==> config.mk <==
export PLATFORM = sky130hd
export DESIGN_NAME = bouncing_snake_bar
export DESIGN_NICKNAME = d
export VERILOG_FILES = /design/src/rtl/snake_bar_pkg.sv /design/src/rtl/snake_step_timer.sv /design/src/rtl/snake_length_unit.sv /design/src/rtl/snake_motion_unit.sv /design/src/rtl/bouncing_snake_bar.sv
export SDC_FILE = /design/constraint.sdc
export NUM_CORES = 1
export LEC_CHECK = 0
export ABC_AREA = 0
export BUFFER_PORTS_ARGS = -buffer_cell sky130_fd_sc_hd__buf_2
export CORE_MARGIN = 2
export CORE_UTILIZATION = 65
export CTS_BUF_LIST = sky130_fd_sc_hd__clkbuf_8
export CTS_CLUSTER_SIZE = 24
export DETAILED_ROUTE_END_ITERATION = 10
export GPL_ROUTABILITY_DRIVEN = 0
export PLACE_DENSITY_LB_ADDON = 0.08
export SYNTH_ARGS = -nofsm -noshare
export SYNTH_HDL_FRONTEND = slang
export SYNTH_SLANG_ARGS = --single-unit
==> constraint.sdc <==
create_clock -name clk -period 2.8 [get_ports clk]
set_input_delay 0.56 -clock clk [delete_from_list [all_inputs] [get_ports clk]]
set_output_delay 0.56 -clock clk [all_outputs]
set_load 0.1 [all_outputs]
==> src/rtl/snake_bar_pkg.sv <==
package snake_bar_pkg;

  typedef enum logic {
    DIR_UP   = 1'b0,
    DIR_DOWN = 1'b1
  } dir_e;

endpackage

==> src/rtl/snake_step_timer.sv <==
module snake_step_timer #(
  parameter int STEP_PERIOD = 33554432
) (
  input  logic clk,
  input  logic rst,
  output logic step_en
);

  localparam int CW = (STEP_PERIOD > 1) ? $clog2(STEP_PERIOD) : 1;
  localparam logic [CW-1:0] LAST = CW'(STEP_PERIOD - 1);

  generate
    if (STEP_PERIOD <= 1) begin : g_every_cycle
      assign step_en = 1'b1;
    end else begin : g_counted
      logic [CW-1:0] cnt_q;

      always_ff @(posedge clk) begin
        if (rst) begin
          cnt_q <= '0;
        end else if (cnt_q == LAST) begin
          cnt_q <= '0;
        end else begin
          cnt_q <= cnt_q + 1'b1;
        end
      end

      assign step_en = (cnt_q == LAST);
    end
  endgenerate

endmodule

==> src/rtl/snake_length_unit.sv <==
module snake_length_unit
  import snake_bar_pkg::*;
#(
  parameter int WIDTH   = 18,
  parameter int MIN_LEN = 2,
  parameter int MAX_LEN = 6,
  parameter int LW      = $clog2(MAX_LEN + 1)
) (
  input  logic [WIDTH-1:0] pos_in,
  input  dir_e             dir,
  input  logic [LW-1:0]    len_in,
  input  logic             req,
  output logic [WIDTH-1:0] pos_out,
  output logic [LW-1:0]    len_out
);

  localparam int TRIM = MAX_LEN - MIN_LEN;
  localparam logic [LW-1:0] MAX_L = LW'(MAX_LEN);
  localparam logic [LW-1:0] MIN_L = LW'(MIN_LEN);

  logic [WIDTH-1:0] grow_up, grow_dn, trim_up, trim_dn;

  // Tail sits below the head when heading up; fall back to the head side at the wall.
  assign grow_up = pos_in[0]       ? (pos_in | (pos_in << 1)) : (pos_in | (pos_in >> 1));
  assign grow_dn = pos_in[WIDTH-1] ? (pos_in | (pos_in >> 1)) : (pos_in | (pos_in << 1));
  // Keep only the MIN_LEN bits at the head.
  assign trim_up = pos_in & (pos_in << TRIM);
  assign trim_dn = pos_in & (pos_in >> TRIM);

  always_comb begin
    pos_out = pos_in;
    len_out = len_in;
    if (req) begin
      if (len_in >= MAX_L) begin
        pos_out = (dir == DIR_UP) ? trim_up : trim_dn;
        len_out = MIN_L;
      end else begin
        pos_out = (dir == DIR_UP) ? grow_up : grow_dn;
        len_out = len_in + 1'b1;
      end
    end
  end

endmodule

==> src/rtl/snake_motion_unit.sv <==
module snake_motion_unit
  import snake_bar_pkg::*;
#(
  parameter int WIDTH = 18
) (
  input  logic [WIDTH-1:0] pos_in,
  input  dir_e             dir_in,
  input  logic             step,
  output logic [WIDTH-1:0] pos_out,
  output dir_e             dir_out
);

  always_comb begin
    if (!step) begin
      pos_out = pos_in;
    end else if (dir_in == DIR_UP) begin
      pos_out = pos_in << 1;
    end else begin
      pos_out = pos_in >> 1;
    end
  end

  always_comb begin
    dir_out = dir_in;
    if (dir_in == DIR_UP && pos_out[WIDTH-1]) begin
      dir_out = DIR_DOWN;
    end else if (dir_in == DIR_DOWN && pos_out[0]) begin
      dir_out = DIR_UP;
    end
  end

endmodule

==> src/rtl/bouncing_snake_bar.sv <==
module bouncing_snake_bar
  import snake_bar_pkg::*;
#(
  parameter int WIDTH       = 18,
  parameter int MIN_LEN     = 2,
  parameter int MAX_LEN     = 6,
  parameter int STEP_PERIOD = 33554432
) (
  input  logic             clk,
  input  logic             rst,
  input  logic             len_req,
  output logic [WIDTH-1:0] pos
);

  localparam int LW = $clog2(MAX_LEN + 1);
  localparam logic [WIDTH-1:0] RESET_POS = {{(WIDTH-MIN_LEN){1'b0}}, {MIN_LEN{1'b1}}};

  logic [WIDTH-1:0] pos_q, pos_sized, pos_moved;
  logic [LW-1:0]    len_q, len_next;
  dir_e             dir_q, dir_next;
  logic             step_en;

  snake_step_timer #(
    .STEP_PERIOD(STEP_PERIOD)
  ) u_timer (
    .clk    (clk),
    .rst    (rst),
    .step_en(step_en)
  );

  snake_length_unit #(
    .WIDTH  (WIDTH),
    .MIN_LEN(MIN_LEN),
    .MAX_LEN(MAX_LEN),
    .LW     (LW)
  ) u_length (
    .pos_in (pos_q),
    .dir    (dir_q),
    .len_in (len_q),
    .req    (len_req),
    .pos_out(pos_sized),
    .len_out(len_next)
  );

  snake_motion_unit #(
    .WIDTH(WIDTH)
  ) u_motion (
    .pos_in (pos_sized),
    .dir_in (dir_q),
    .step   (step_en),
    .pos_out(pos_moved),
    .dir_out(dir_next)
  );

  always_ff @(posedge clk) begin
    if (rst) begin
      pos_q <= RESET_POS;
      len_q <= LW'(MIN_LEN);
      dir_q <= DIR_UP;
    end else begin
      pos_q <= pos_moved;
      len_q <= len_next;
      dir_q <= dir_next;
    end
  end

  assign pos = pos_q;

endmodule

==> metrics.log <==
[metrics] initial antenna violation count: 0
[metrics] number of remaining DRC errors: 0
[metrics] terminating pin of the worst hold path: u_timer.g_counted.cnt_q[0]
[metrics] number of buffers on the longest clock path: 2
[metrics] Peak VDD IR: 0.000277 V
[metrics] fraction of the mapped netlist area in compound gates: 22.8%
[metrics] worst reg2reg path endpoint: pos[8]
[metrics] sort of element at the end of the critical path: register
[metrics] average via count per standard cell: 6.63
[metrics] start point of the critical path: len_q[0]
[metrics] count of input and output buffers: 20
[metrics] simple-gate area share of the yosys netlist: 26.2%
[metrics] asr flop ratio synth: 0%
[metrics] CP Cell Sequence: inv_1 > ha_1 > o21ai_2 > nand2_1 > a32oi_1 > mux2i_1 > a211oi_1
[metrics] layout net count: 394
[metrics] total count of max-transition violations in the final report: 0
[metrics] worst hold path class: reg -> reg
[metrics] count of nets left with antenna violations after detail routing: 0
[metrics] CTS Hold Bufs: 0
[metrics] share of the yosys chip area belonging to registers: 31.0%
[metrics] die footprint: 5230 sq um
[metrics] final worst-path cycle share: 77.5%
[metrics] routed wirelength normalized by instance count: 16.9 um
[metrics] vertical die dimension: 72.3 um
[metrics] post-synthesis register bit count: 47
[metrics] highest net fanout along the worst path: 10
[metrics] clock root buffer master: sky130_fd_sc_hd__clkbuf_8
[metrics] number of enable flip-flop cells after synthesis: 0
[metrics] Clock Skew: 0.00791 ns
[metrics] Power Dens Cells: 399 nW/um^2
[metrics] Pleak: 1.17 nW
[metrics] Achievable Freq: 461 MHz
[metrics] clock sink count: 47
[metrics] first-pass GRT wire length: 12.8 mm
[metrics] outcome: finished, final reports clean
[metrics] core outline area: 4410 sq um
[metrics] total count of hold-check failures in the final report: 0
[metrics] kind of critical path: reg -> reg
[metrics] Final WS setup: 0.630 ns
[metrics] clk_lat worst skew: 0.30 ns
[metrics] vias in the first global route: 2706
[metrics] area share of the leading cell type in the synthesized netlist: 31.0%
[metrics] synthesized-area fraction occupied by xor and xnor cells: 6.64%
[metrics] reg2reg path depth: 7
[metrics] distinct cell type count of the synthesized netlist: 61
[metrics] post-CTS setup buffer count: 0
[metrics] overall overflow remaining after global route: 0
[metrics] synth top area cells: sky130_fd_sc_hd__dfxtp_1 (31%), sky130_fd_sc_hd__nor2_1 (6.4%), sky130_fd_sc_hd__xor2_1 (4.6%)
[metrics] adder and majority cell fraction of the synthesized area: 1.24%
[metrics] GRT Total Usage: 30.8%
[metrics] wire length reported by the detailed router: 7.46 mm
[metrics] I/O pin count: 21
[metrics] Slowest Stage Delay on Critical Path: 0.38 ns
[metrics] first-iteration detailed-routing DRC count: 483
[metrics] Final Setup Violations: 0
[metrics] transition time of the tightest slew-check pin: 0.543 ns
[metrics] CTS Buf Count: 5
[metrics] mux share of post-synthesis cell area: 4.99%
[metrics] unrepaired setup endpoints after global routing: false
[metrics] launch point of the worst hold path: u_timer.g_counted.cnt_q[0]
[metrics] antenna diode count: 0
[metrics] utilization of the core after routing: 71.5%
[metrics] pin count of the biggest net entering global routing: 30
[metrics] vias after detailed routing: 2923
[metrics] CTS tree: yes
[metrics] drt first pass iters: 5
[metrics] number of rows in the core area: 24
[metrics] synthesis-to-layout area growth: 4.13%
[metrics] worst flop-to-flop path startpoint: len_q[0]
[metrics] highest-delay cell along the critical path: sky130_fd_sc_hd__dfxtp_1
[metrics] worst max-slew margin expressed relative to the limit: 63.6%
[metrics] worst endpoint required time: 3.02 ns
[metrics] level count of the clock H-tree: 2
[metrics] dominant cell type by area after synthesis: sky130_fd_sc_hd__dfxtp_1
[metrics] final worst path period need: 2.17 ns
[metrics] post-cts sizing count: 0
[metrics] share of post-route cells with drive strength above 1: 15.9%
[metrics] element type at the critical path start: register
[metrics] arrival time at the worst endpoint: 2.39 ns
[metrics] synthesized instance count: 386
[metrics] number of stages on the worst hold path: 1
[metrics] DP Wirelength: 5.04 mm
[metrics] syn nets: 392
[metrics] post-placement worst setup slack: 0.678 ns
[metrics] summed instance area of the synthesized netlist: 3030 sq um
[metrics] most common flop cell mapped by yosys: sky130_fd_sc_hd__dfxtp_1
[metrics] DIE WIDTH: 72.3 um
[metrics] Post-Synthesis Mean Instance Area: 7.86 sq um
[metrics] flop-to-flop setup slack: 0.63 ns
[metrics] Clock Pin Slew Worst Setup and Hold Paths: 0.08 ns
[metrics] starting utilization of the core area: 68.7%
[metrics] combinational family with the most area after synthesis: simple AND/OR/NAND/NOR gates
[metrics] post-route setup TNS: 0 ns
[metrics] # fillers: 381
[metrics] count of maximum capacitance violations: 0
[metrics] number of warning messages in the yosys log: 0
## where the power goes
part | total [mW] | switching, mW | internal [mW]
registers | 0.704 | 0.0231 | 0.681
logic | 0.166 | 0.120 | 0.0465
clock network | 0.389 | 0.221 | 0.168
total | 1.26 | 0.364 | 0.896
## kinds of logic after synthesis
group | after synthesis
XOR/XNOR | 23
flip-flops | 47
buffers and inverters | 41
AO/OA/AOI/OAI | 107
multiplexers | 14
AND/OR/NAND/NOR | 151
adder cells (fa/ha/maj) | 3
## worst max-delay path by stage
stage               depth (start not counted)  slack, ns      to
floorplan                                   7       0.44  pos[8]
global placement                            7       0.76  pos[3]
detailed placement                          7       0.68  pos[8]
CTS                                         7       0.65  pos[8]
global route                                7       0.31  pos[8]
finish                                      7       0.63  pos[8]
## cell usage after synthesis, types with 4 or more instances
library cell / instances
sky130_fd_sc_hd__a31oi_1: 6
sky130_fd_sc_hd__dfxtp_1: 47
sky130_fd_sc_hd__nor2_1: 52
sky130_fd_sc_hd__a211oi_1: 8
sky130_fd_sc_hd__mux2i_1: 5
sky130_fd_sc_hd__nand2b_1: 7
sky130_fd_sc_hd__o31ai_1: 6
sky130_fd_sc_hd__or2_2: 6
sky130_fd_sc_hd__buf_4: 4
sky130_fd_sc_hd__mux2_2: 9
sky130_fd_sc_hd__buf_2: 12
sky130_fd_sc_hd__inv_1: 9
sky130_fd_sc_hd__a21oi_1: 27
sky130_fd_sc_hd__nand2_1: 23
sky130_fd_sc_hd__nand3_1: 19
sky130_fd_sc_hd__nor3_1: 14
sky130_fd_sc_hd__xnor2_1: 7
sky130_fd_sc_hd__nand4_1: 7
sky130_fd_sc_hd__o21ai_0: 25
sky130_fd_sc_hd__clkbuf_1: 13
sky130_fd_sc_hd__nor4_1: 5
sky130_fd_sc_hd__o221ai_1: 4
sky130_fd_sc_hd__a32oi_1: 4
sky130_fd_sc_hd__xor2_1: 16
## registers in the layout, indices dropped and copies added (netlist names)
| register | count |
|---|---|
| dir_q | 1 |
| u_timer.g_counted.cnt_q | 25 |
| len_q | 3 |
| pos | 18 |
## routing by layer
layer | up-vias | part of all wire, % | wire, um | global-route usage [%]
li1 | 1398 | - | - | -
met1 | 1327 | 42 | 3110 | 41.1
met2 | 179 | 47 | 3500 | 48.4
met3 | 19 | 9.6 | 719 | 6.39
met4 | 0 | 1.8 | 131 | 13.2
met5 | - | 0 | 0 | 0
## stage by stage
stage / cells / area (sq um) / total power [mW] / hold WS, ns
after floorplan: 386 / 3030 / 0.849 / 0.430
after global placement: 433 / 3080 / 0.881 / 0.440
after detailed placement: 433 / 3080 / 0.883 / 0.448
after CTS: 441 / 3160 / 1.26 / 0.467
after global routing: 441 / 3160 / 1.32 / 0.510
final: 441 / 3160 / 1.26 / 0.462
## cells in the final DEF (no fill, tap or decap), types with 8 or more instances in the layout
cell type                  netlist  layout
sky130_fd_sc_hd__mux2_2          9       9
sky130_fd_sc_hd__nor2_1         52      52
sky130_fd_sc_hd__buf_2          12      20
sky130_fd_sc_hd__nand2_1        23      23
sky130_fd_sc_hd__nor3_1         14      14
sky130_fd_sc_hd__a211oi_1        8       8
sky130_fd_sc_hd__dfxtp_1        47      47
sky130_fd_sc_hd__nand3_1        19      19
sky130_fd_sc_hd__xor2_1         16      16
sky130_fd_sc_hd__inv_1           9      11
sky130_fd_sc_hd__o21ai_0        25      25
sky130_fd_sc_hd__a21oi_1        27      27
## critical path: cells and delay by family, from the launching register on
family | cells | cell delay (ns)
fa+ha+maj | 1 | 0.25
simple gates | 1 | 0.33
buf+inv | 1 | 0.06
flops | 1 | 0.38
mux | 1 | 0.13
compound gates | 3 | 0.94
## final cells by class
type / instances / area, sq um / share of cell area [%]
sequential: 47 / 941 / 29.8
clock buffer: 5 / 68.8 / 2.18
inverter: 10 / 37.5 / 1.19
timing repair buffer: 26 / 158 / 4.99
multi-input combinational: 298 / 1880 / 59.4
tap: 52 / 65.1 / 2.06
clock inverter: 3 / 12.5 / 0.396
Note: power is estimated with default switching activity, not from simulation.
